**src/rtl/cart_bank_pkg.sv**
```systemverilog
package cart_bank_pkg;
  typedef enum logic [1:0] {
    SRC_NONE = 2'd0,
    SRC_LOW  = 2'd1,
    SRC_AUTO = 2'd2
  } map_src_e;
endpackage

```
**src/rtl/cell_reg.sv**
```systemverilog
module cell_reg #(
  parameter int W = 8
) (
  input  logic         clk_i,
  input  logic         load_i,
  input  logic [W-1:0] d_i,
  output logic [W-1:0] q_o
);
  // no reset: contents are only used after software loads them
  always_ff @(posedge clk_i) begin
    if (load_i) q_o <= d_i;
  end
endmodule

```
**src/rtl/menu_enable.sv**
```systemverilog
module menu_enable (
  input  logic clk_i,
  input  logic rst_ni,
  input  logic set_i,
  output logic en_o
);
  always_ff @(posedge clk_i or negedge rst_ni) begin
    if (!rst_ni)    en_o <= 1'b0;
    else if (set_i) en_o <= 1'b1;
  end
endmodule

```
**src/rtl/rom_addr_mux.sv**
```systemverilog
module rom_addr_mux
  import cart_bank_pkg::*;
#(
  parameter int              W         = 8,
  parameter bit              FOLD_16K  = 1'b1,
  parameter logic [W-1:0]    MENU_CELL = '0
) (
  input  map_src_e     src_i,
  input  logic         auto_en_i,
  input  logic         a13_i,
  input  logic [W-1:0] low_cell_i,
  input  logic [W-1:0] auto_cell_i,
  output logic [W-1:0] hi_o
);
  logic [W-1:0] low_map;

  generate
    if (FOLD_16K) begin : g_fold
      if (W > 1) begin : g_wide
        assign low_map = {low_cell_i[W-1:1], low_cell_i[0] ^ a13_i};
      end else begin : g_narrow
        assign low_map = low_cell_i ^ a13_i;
      end
    end else begin : g_flat
      logic unused_a13;
      assign unused_a13 = a13_i;
      assign low_map    = low_cell_i;
    end
  endgenerate

  always_comb begin
    unique case (src_i)
      SRC_AUTO: hi_o = auto_en_i ? auto_cell_i : MENU_CELL;
      SRC_LOW:  hi_o = low_map;
      default:  hi_o = '0;
    endcase
  end
endmodule

```
**src/rtl/cart_bank_ctrl.sv**
```systemverilog
module cart_bank_ctrl
  import cart_bank_pkg::*;
#(
  parameter int           CELL_W    = 8,
  parameter bit           FOLD_16K  = 1'b1,
  parameter logic [CELL_W-1:0] MENU_CELL = '0
) (
  input  logic              clk_i,
  input  logic              rst_ni,
  input  logic [CELL_W-1:0] data_i,
  input  logic              rw_i,
  input  logic              io2_ni,
  input  logic              io3_ni,
  input  logic              blk1_ni,
  input  logic              blk2_ni,
  input  logic              blk3_ni,
  input  logic              blk5_ni,
  input  logic              a13_i,
  output logic [CELL_W-1:0] rom_hi_o,
  output logic              rom_ce_no,
  output logic              rom_oe_no
);
  logic              wr_low, wr_auto;
  logic              sel_low, sel_auto, sel_any;
  logic              auto_en;
  logic [CELL_W-1:0] low_cell, auto_cell;
  map_src_e          src;

  assign wr_low   = !rw_i && !io2_ni;
  assign wr_auto  = !rw_i && !io3_ni;
  assign sel_low  = !(blk1_ni && blk2_ni && blk3_ni);
  assign sel_auto = !blk5_ni;
  assign sel_any  = sel_low || sel_auto;

  // autostart block has priority if selects overlap
  always_comb begin
    if (sel_auto)     src = SRC_AUTO;
    else if (sel_low) src = SRC_LOW;
    else              src = SRC_NONE;
  end

  cell_reg #(.W(CELL_W)) u_low_reg (
    .clk_i (clk_i),
    .load_i(wr_low),
    .d_i   (data_i),
    .q_o   (low_cell)
  );

  cell_reg #(.W(CELL_W)) u_auto_reg (
    .clk_i (clk_i),
    .load_i(wr_auto),
    .d_i   (data_i),
    .q_o   (auto_cell)
  );

  menu_enable u_menu_en (
    .clk_i (clk_i),
    .rst_ni(rst_ni),
    .set_i (wr_auto),
    .en_o  (auto_en)
  );

  rom_addr_mux #(
    .W        (CELL_W),
    .FOLD_16K (FOLD_16K),
    .MENU_CELL(MENU_CELL)
  ) u_mux (
    .src_i      (src),
    .auto_en_i  (auto_en),
    .a13_i      (a13_i),
    .low_cell_i (low_cell),
    .auto_cell_i(auto_cell),
    .hi_o       (rom_hi_o)
  );

  assign rom_ce_no = !sel_any;
  assign rom_oe_no = !(sel_any && rw_i);
endmodule

```
**config.mk**
```make
export PLATFORM = sky130hd
export DESIGN_NAME = cart_bank_ctrl
export DESIGN_NICKNAME = d
export VERILOG_FILES = /design/src/rtl/cart_bank_pkg.sv /design/src/rtl/cell_reg.sv /design/src/rtl/menu_enable.sv /design/src/rtl/rom_addr_mux.sv /design/src/rtl/cart_bank_ctrl.sv
export SDC_FILE = /design/constraint.sdc
export NUM_CORES = 1
export LEC_CHECK = 0
export CAP_MARGIN = 30
export CORE_ASPECT_RATIO = 0.9
export CORE_MARGIN = 10
export CORE_UTILIZATION = 43
export DETAILED_ROUTE_END_ITERATION = 8
export PLACE_DENSITY_LB_ADDON = 0.08
export SETUP_SLACK_MARGIN = 0.05
export SLEW_MARGIN = 20
export SYNTH_ARGS = -nofsm -noshare
export SYNTH_HDL_FRONTEND = slang
export SYNTH_SLANG_ARGS = --single-unit
```
**constraint.sdc**
```tcl
create_clock -name clk_i -period 1.5 [get_ports clk_i]
set_input_delay 0.375 -clock clk_i [delete_from_list [all_inputs] [get_ports clk_i]]
set_output_delay 0.375 -clock clk_i [all_outputs]
set_load 0.02 [all_outputs]
```
After elaboration in Yosys (flattened, before gate mapping)
Index checks and enable logic that the tools add are counted.
{ "op_classes": {"n_eq_ne": 2, "reduce_logical": 13, "n_bitwise": 1, "muxes": 4} }
{ "ops": {"columns": ["cell", "count"], "rows": [
  ["case mux 8 bit (2 select lines)", 1],
  ["two-way mux 8 bit", 1],
  ["logical NOT 1 bit", 7],
  ["logical AND 1 bit", 5],
  ["== test 2 x 1 -> 1 bit, second input constant", 1],
  ["== test 2 bit, second input constant", 1],
  ["two-way mux 2 bit", 1],
  ["logical OR 1 bit", 1],
  ["two-way mux 1 bit", 1],
  ["XOR 1 bit", 1]
]} }
{ "word_totals": {"elab_cells": 23, "register_bits": 17} }

Longest topological paths before layout
{ "logic_depth": {"depth_word": 6, "depth_mapped": 4, "mapped_depth_nobuf": 2} }

Cells and area by module
Synthesis repeated with hierarchy kept, for this count alone.
{ "hier_totals": {"cells_unflattened": 49, "area_unflattened_um2": 710.7} }
{ "by_module_without_submodules": {"columns": ["module", "instances", "seq_area_each_um2", "cells_per_inst", "area_each_um2"], "rows": [
  ["cell_reg", 2, 240.2, 8, 240.2],
  ["rom_addr_mux", 1, 0.0, 25, 163.9],
  ["cart_bank_ctrl", 1, 0.0, 6, 35.0],
  ["menu_enable", 1, 25.0, 2, 31.3]
]} }

Worst setup path after synthesis
No wires, ideal clock.
{ "synth_timing": {"kind": "input-to-output", "from": "input port blk1_ni", "to": "output port rom_oe_no", "path_stages": 2, "path_slack_ps": 93, "t_arrival_ps": 1032, "path_buffers": 0, "required_time_ps": 1125, "path_cell_list": "nand3_2 -> o21ai_0"} }
{ "synth_between": {"elab_chain_cells": 6} }
{ "synth_rtl": {"columns": ["item", "line", "source"], "rows": [
  ["start: declaration", "cart_bank_ctrl.sv:14", "input logic blk1_ni,"],
  ["logical AND 1 bit (2 in series)", "cart_bank_ctrl.sv:31", "assign sel_low = !(blk1_ni && blk2_ni && blk3_ni);"],
  ["logical NOT 1 bit", "cart_bank_ctrl.sv:31", null],
  ["logical OR 1 bit", "cart_bank_ctrl.sv:33", "assign sel_any = sel_low || sel_auto;"],
  ["logical AND 1 bit", "cart_bank_ctrl.sv:77", "assign rom_oe_no = !(sel_any && rw_i);"],
  ["logical NOT 1 bit", "cart_bank_ctrl.sv:77", null],
  ["end: declaration", "cart_bank_ctrl.sv:21", "output logic rom_oe_no"]
]} }
No other way between the ends.

Final worst setup path
{ "layout_timing": {"from": "register u_menu_en.en_o", "to": "output port rom_hi_o[6]"} }
{ "layout_between": {"elab_chain_cells": 2} }
{ "layout_rtl": {"columns": ["item", "line", "source"], "rows": [
  ["start: declaration", "menu_enable.sv:5", "output logic en_o"],
  ["start signal: assignment", "menu_enable.sv:8", "if (!rst_ni) en_o <= 1'b0;"],
  ["start signal: assignment", "menu_enable.sv:9", "else if (set_i) en_o <= 1'b1;"],
  ["two-way mux 8 bit", "rom_addr_mux.sv:33", "SRC_AUTO: hi_o = auto_en_i ? auto_cell_i : MENU_CELL;"],
  ["case mux 8 bit (2 select lines)", "rom_addr_mux.sv:32", "unique case (src_i)"],
  ["end: declaration", "cart_bank_ctrl.sv:19", "output logic [CELL_W-1:0] rom_hi_o,"]
]} }
No other way between the ends.

==> flow_summary_export.csv <==
group,metric,value,unit
setup_path,crit_path_start_kind,"flip-flop",
synthesis,syn_area_per_cell,18.5,µm²
setup_path,crit_fanout,4,
setup_path,cp_data_arrival_time,1.31,ns
setup_path,rrSetupSlack,0.70,ns
detailed_routing,num_vias,477,
cells_and_area,multi_input_area,171,µm²
place,hpwlAfterDp,1150,µm
detailed_routing,ant_nets,0,
detailed_routing,routedWlPerCell,18.2,µm
floorplanning,die_w,61.5,µm
setup_path,path_cells,"nor2b_4 -> buf_6 -> a32o_2 -> buf_6",
pwr,p_leak,0.000429,µW
grt,antenna_found_initial,0,
sta,hold_viol_final,0,
floorplanning,dieArea,0.00353,mm²
detailed_routing,drc,0,
synthesis,synthTopCellsByArea,"edfxtp_1, a32o_1, dfrtp_1",
outcome,status,"finished with violations",
cts,htreeDepth,1,
cts,clock_latency,0.28,ns
cells_and_area,fillers,85,
cts,clock-sinks,17,
detailed_routing,drt-initial-drc-count,11,
setup_path,crit_path_end_kind,"output pin",
cts,cts_tree,"done",
detailed_routing,via_per_inst,5.36,
grt,overflow,0,
cells_and_area,drive_gt1_frac,0.486,
cells_and_area,area_delta_synth_final,59.3,%
cts,clk_path_buf_depth,2,
sta,setup_violations,8,
cts,cts-root-buf,"clkbuf_4",
floorplanning,die_h,57.4,µm
setup_path,path_common_cell,"buf_6",
sta,slew_violations,0,
pwr,power.density,950,mW/mm²
sta,fin_worst_skew,0,ns
synthesis,yosysUniqueCellTypes,11,
grt,grt_first_pass_wirelength,2770,µm
cts,cts_buffers,3,
grt,grt_pass1_vias,532,
sta,max_slew_margin,0.889,
sta,fmax,0.595,GHz
synthesis,synth_top_area_share,0.720,
synthesis,syn_nets,54,
place,numPortBuffers,27,
setup_path,cp.required,1.12,ns
job,drv_cap,0,
setup_path,cp_top_family,"flip-flops",
cells_and_area,register_area,505,µm²
setup_path,cp.buffers_inverters,2,
cells_and_area,n_antenna_cell,0,
setup_path,worstSetupPathType,"flip-flop to output pin",
hold_path,timing.hold.worst.class,"input pin to asynchronous set/reset pin",
sta,fin_crit_sh,1.12,
synthesis,ys_ff_latch,17,
floorplanning,std_cell_rows,13,
sta,worstMarginPinSlew,0.166,ns
grt,grt_max_degree,10,
synthesis,synth_area_leader_cell,"edfxtp_1",
setup_path,max_stage_delay,0.40,ns
pwr,vdd_drop_max,0.000702,V
synthesis,synth-seq-area-share,0.758,
grt,track_usage,0.104,
synthesis,syn_area,667,µm²
floorplanning,start_util,0.461,
place,gp_congestion,0.664,
sta,rsz0062_at_grt,"true",
outcome,violations,"negative setup slack",
sta,tns,-1.14,ns
sta,fin_hold_ws,0.225,ns
cells_and_area,nets,93,
setup_path,cpMaxStageDelayCell,"dfrtp_1",
synthesis,yosysWarnings,0,
detailed_routing,drt_wl_total,1620,µm
floorplanning,core_area,0.00145,mm²
sta,fin_ws,-0.180,ns
detailed_routing,dr.pass1.iters,4,
floorplanning,ios,28,
sta,fin_crit,1.68,ns
synthesis,syn_inst,36,
cts,clkTransAtPathRegs,0.09,ns
-- flip-flops by register name, summed over array words and instances (netlist names) --
| signal | count |
|---|---|
| u_auto_reg.q_o | 8 |
| u_low_reg.q_o | 8 |
| u_menu_en.en_o | 1 |
-- path summary, 6_finish.rpt --
check / from / depth (start not counted) / to
min in group clk_i: u_menu_en.en_o / 1 / u_menu_en.en_o
worst min register to register: u_menu_en.en_o / 1 / u_menu_en.en_o
worst max register to register: u_menu_en.en_o / 1 / u_menu_en.en_o
worst min-delay path: rst_ni / 1 / u_menu_en.en_o
worst max-delay path: u_menu_en.en_o / 4 / rom_hi_o[6]
max in group asynchronous: rst_ni / 1 / u_menu_en.en_o
-- cells by family (layout without fill, tap and decap cells) --
group,Yosys count,after routing,synth area share
DFF,17,17,0.758
AOI/OAI and AO/OA,9,9,0.128
and+or+nand+nor,6,7,0.0619
buffers and inverters,3,40,0.0394
xor gates and xnor gates,1,1,0.0131
-- area by class of cell --
cell class              count  share of cell area
multi-input cells          17               0.161
well taps                  15              0.0177
repair buffers             35               0.317
flip-flops and latches     17               0.476
inverters                   1             0.00353
clock buffers               4              0.0247
-- where the power goes --
group / switching, µW / leakage (µW) / internal [µW] / total, µW
combinational: 93.2 / 0.000255 / 119 / 212
sequential: 8.39 / 0.000159 / 552 / 560
clock: 134 / 0.0000150 / 103 / 237
total: 236 / 0.000429 / 773 / 1010
-- placed cells by master (no fill, tap or decap) --
master	n
edfxtp_1	16
clkdlybuf4s50_1	11
buf_6	10
a32o_2	6
buf_4	6
buf_2	4
nor2_1	3
clkbuf_4	3
nand3_4	2
a32o_1	2
dlygate4sd2_1	2
nor2b_4	1
xor2_1	1
inv_1	1
o21ai_2	1
or2_2	1
clkbuf_1	1
clkdlybuf4s15_2	1
buf_12	1
dfrtp_1	1
-- timing repair --
action                     4_1_cts  5_1_grt
setup endpoints to repair       10        9
gates resized for setup         77       10
gates cloned                     1        0
hold buffers                     0        0
pin swaps                        5        5
setup buffers                    1        1
-- per-layer routing --
layer	GRT usage	wire length, µm	share of wire	up-vias
met1	0.124	703	0.43	230
li1	-	-	-	228
met4	0.0191	0	0	0
met2	0.173	795	0.49	19
met5	0	0	0	-
met3	0.0420	124	0.076	0
-- cell usage after synthesis, drive strengths merged --
library cell / n
nor2b: 1
o21ai: 1
xor2: 1
dfrtp: 1
edfxtp: 16
or2: 1
a32o: 8
nand3: 1
buf: 2
inv: 1
nor2: 3
-- metrics by stage --
stage | total power (µW) | util | worst slack, ns | area [µm²] | instances
after floorplan | 645 | - | 0.0928 | 667 | 36
after global placement | 757 | 0.676 | -0.802 | 978 | 82
after detailed placement | 760 | 0.676 | -0.819 | 978 | 82
after CTS | 1000 | 0.723 | -0.176 | 1050 | 88
after global routing | 1060 | 0.734 | -0.231 | 1060 | 89
final | 1010 | 0.734 | -0.180 | 1060 | 89
Note: power is estimated with default switching activity, not from simulation.
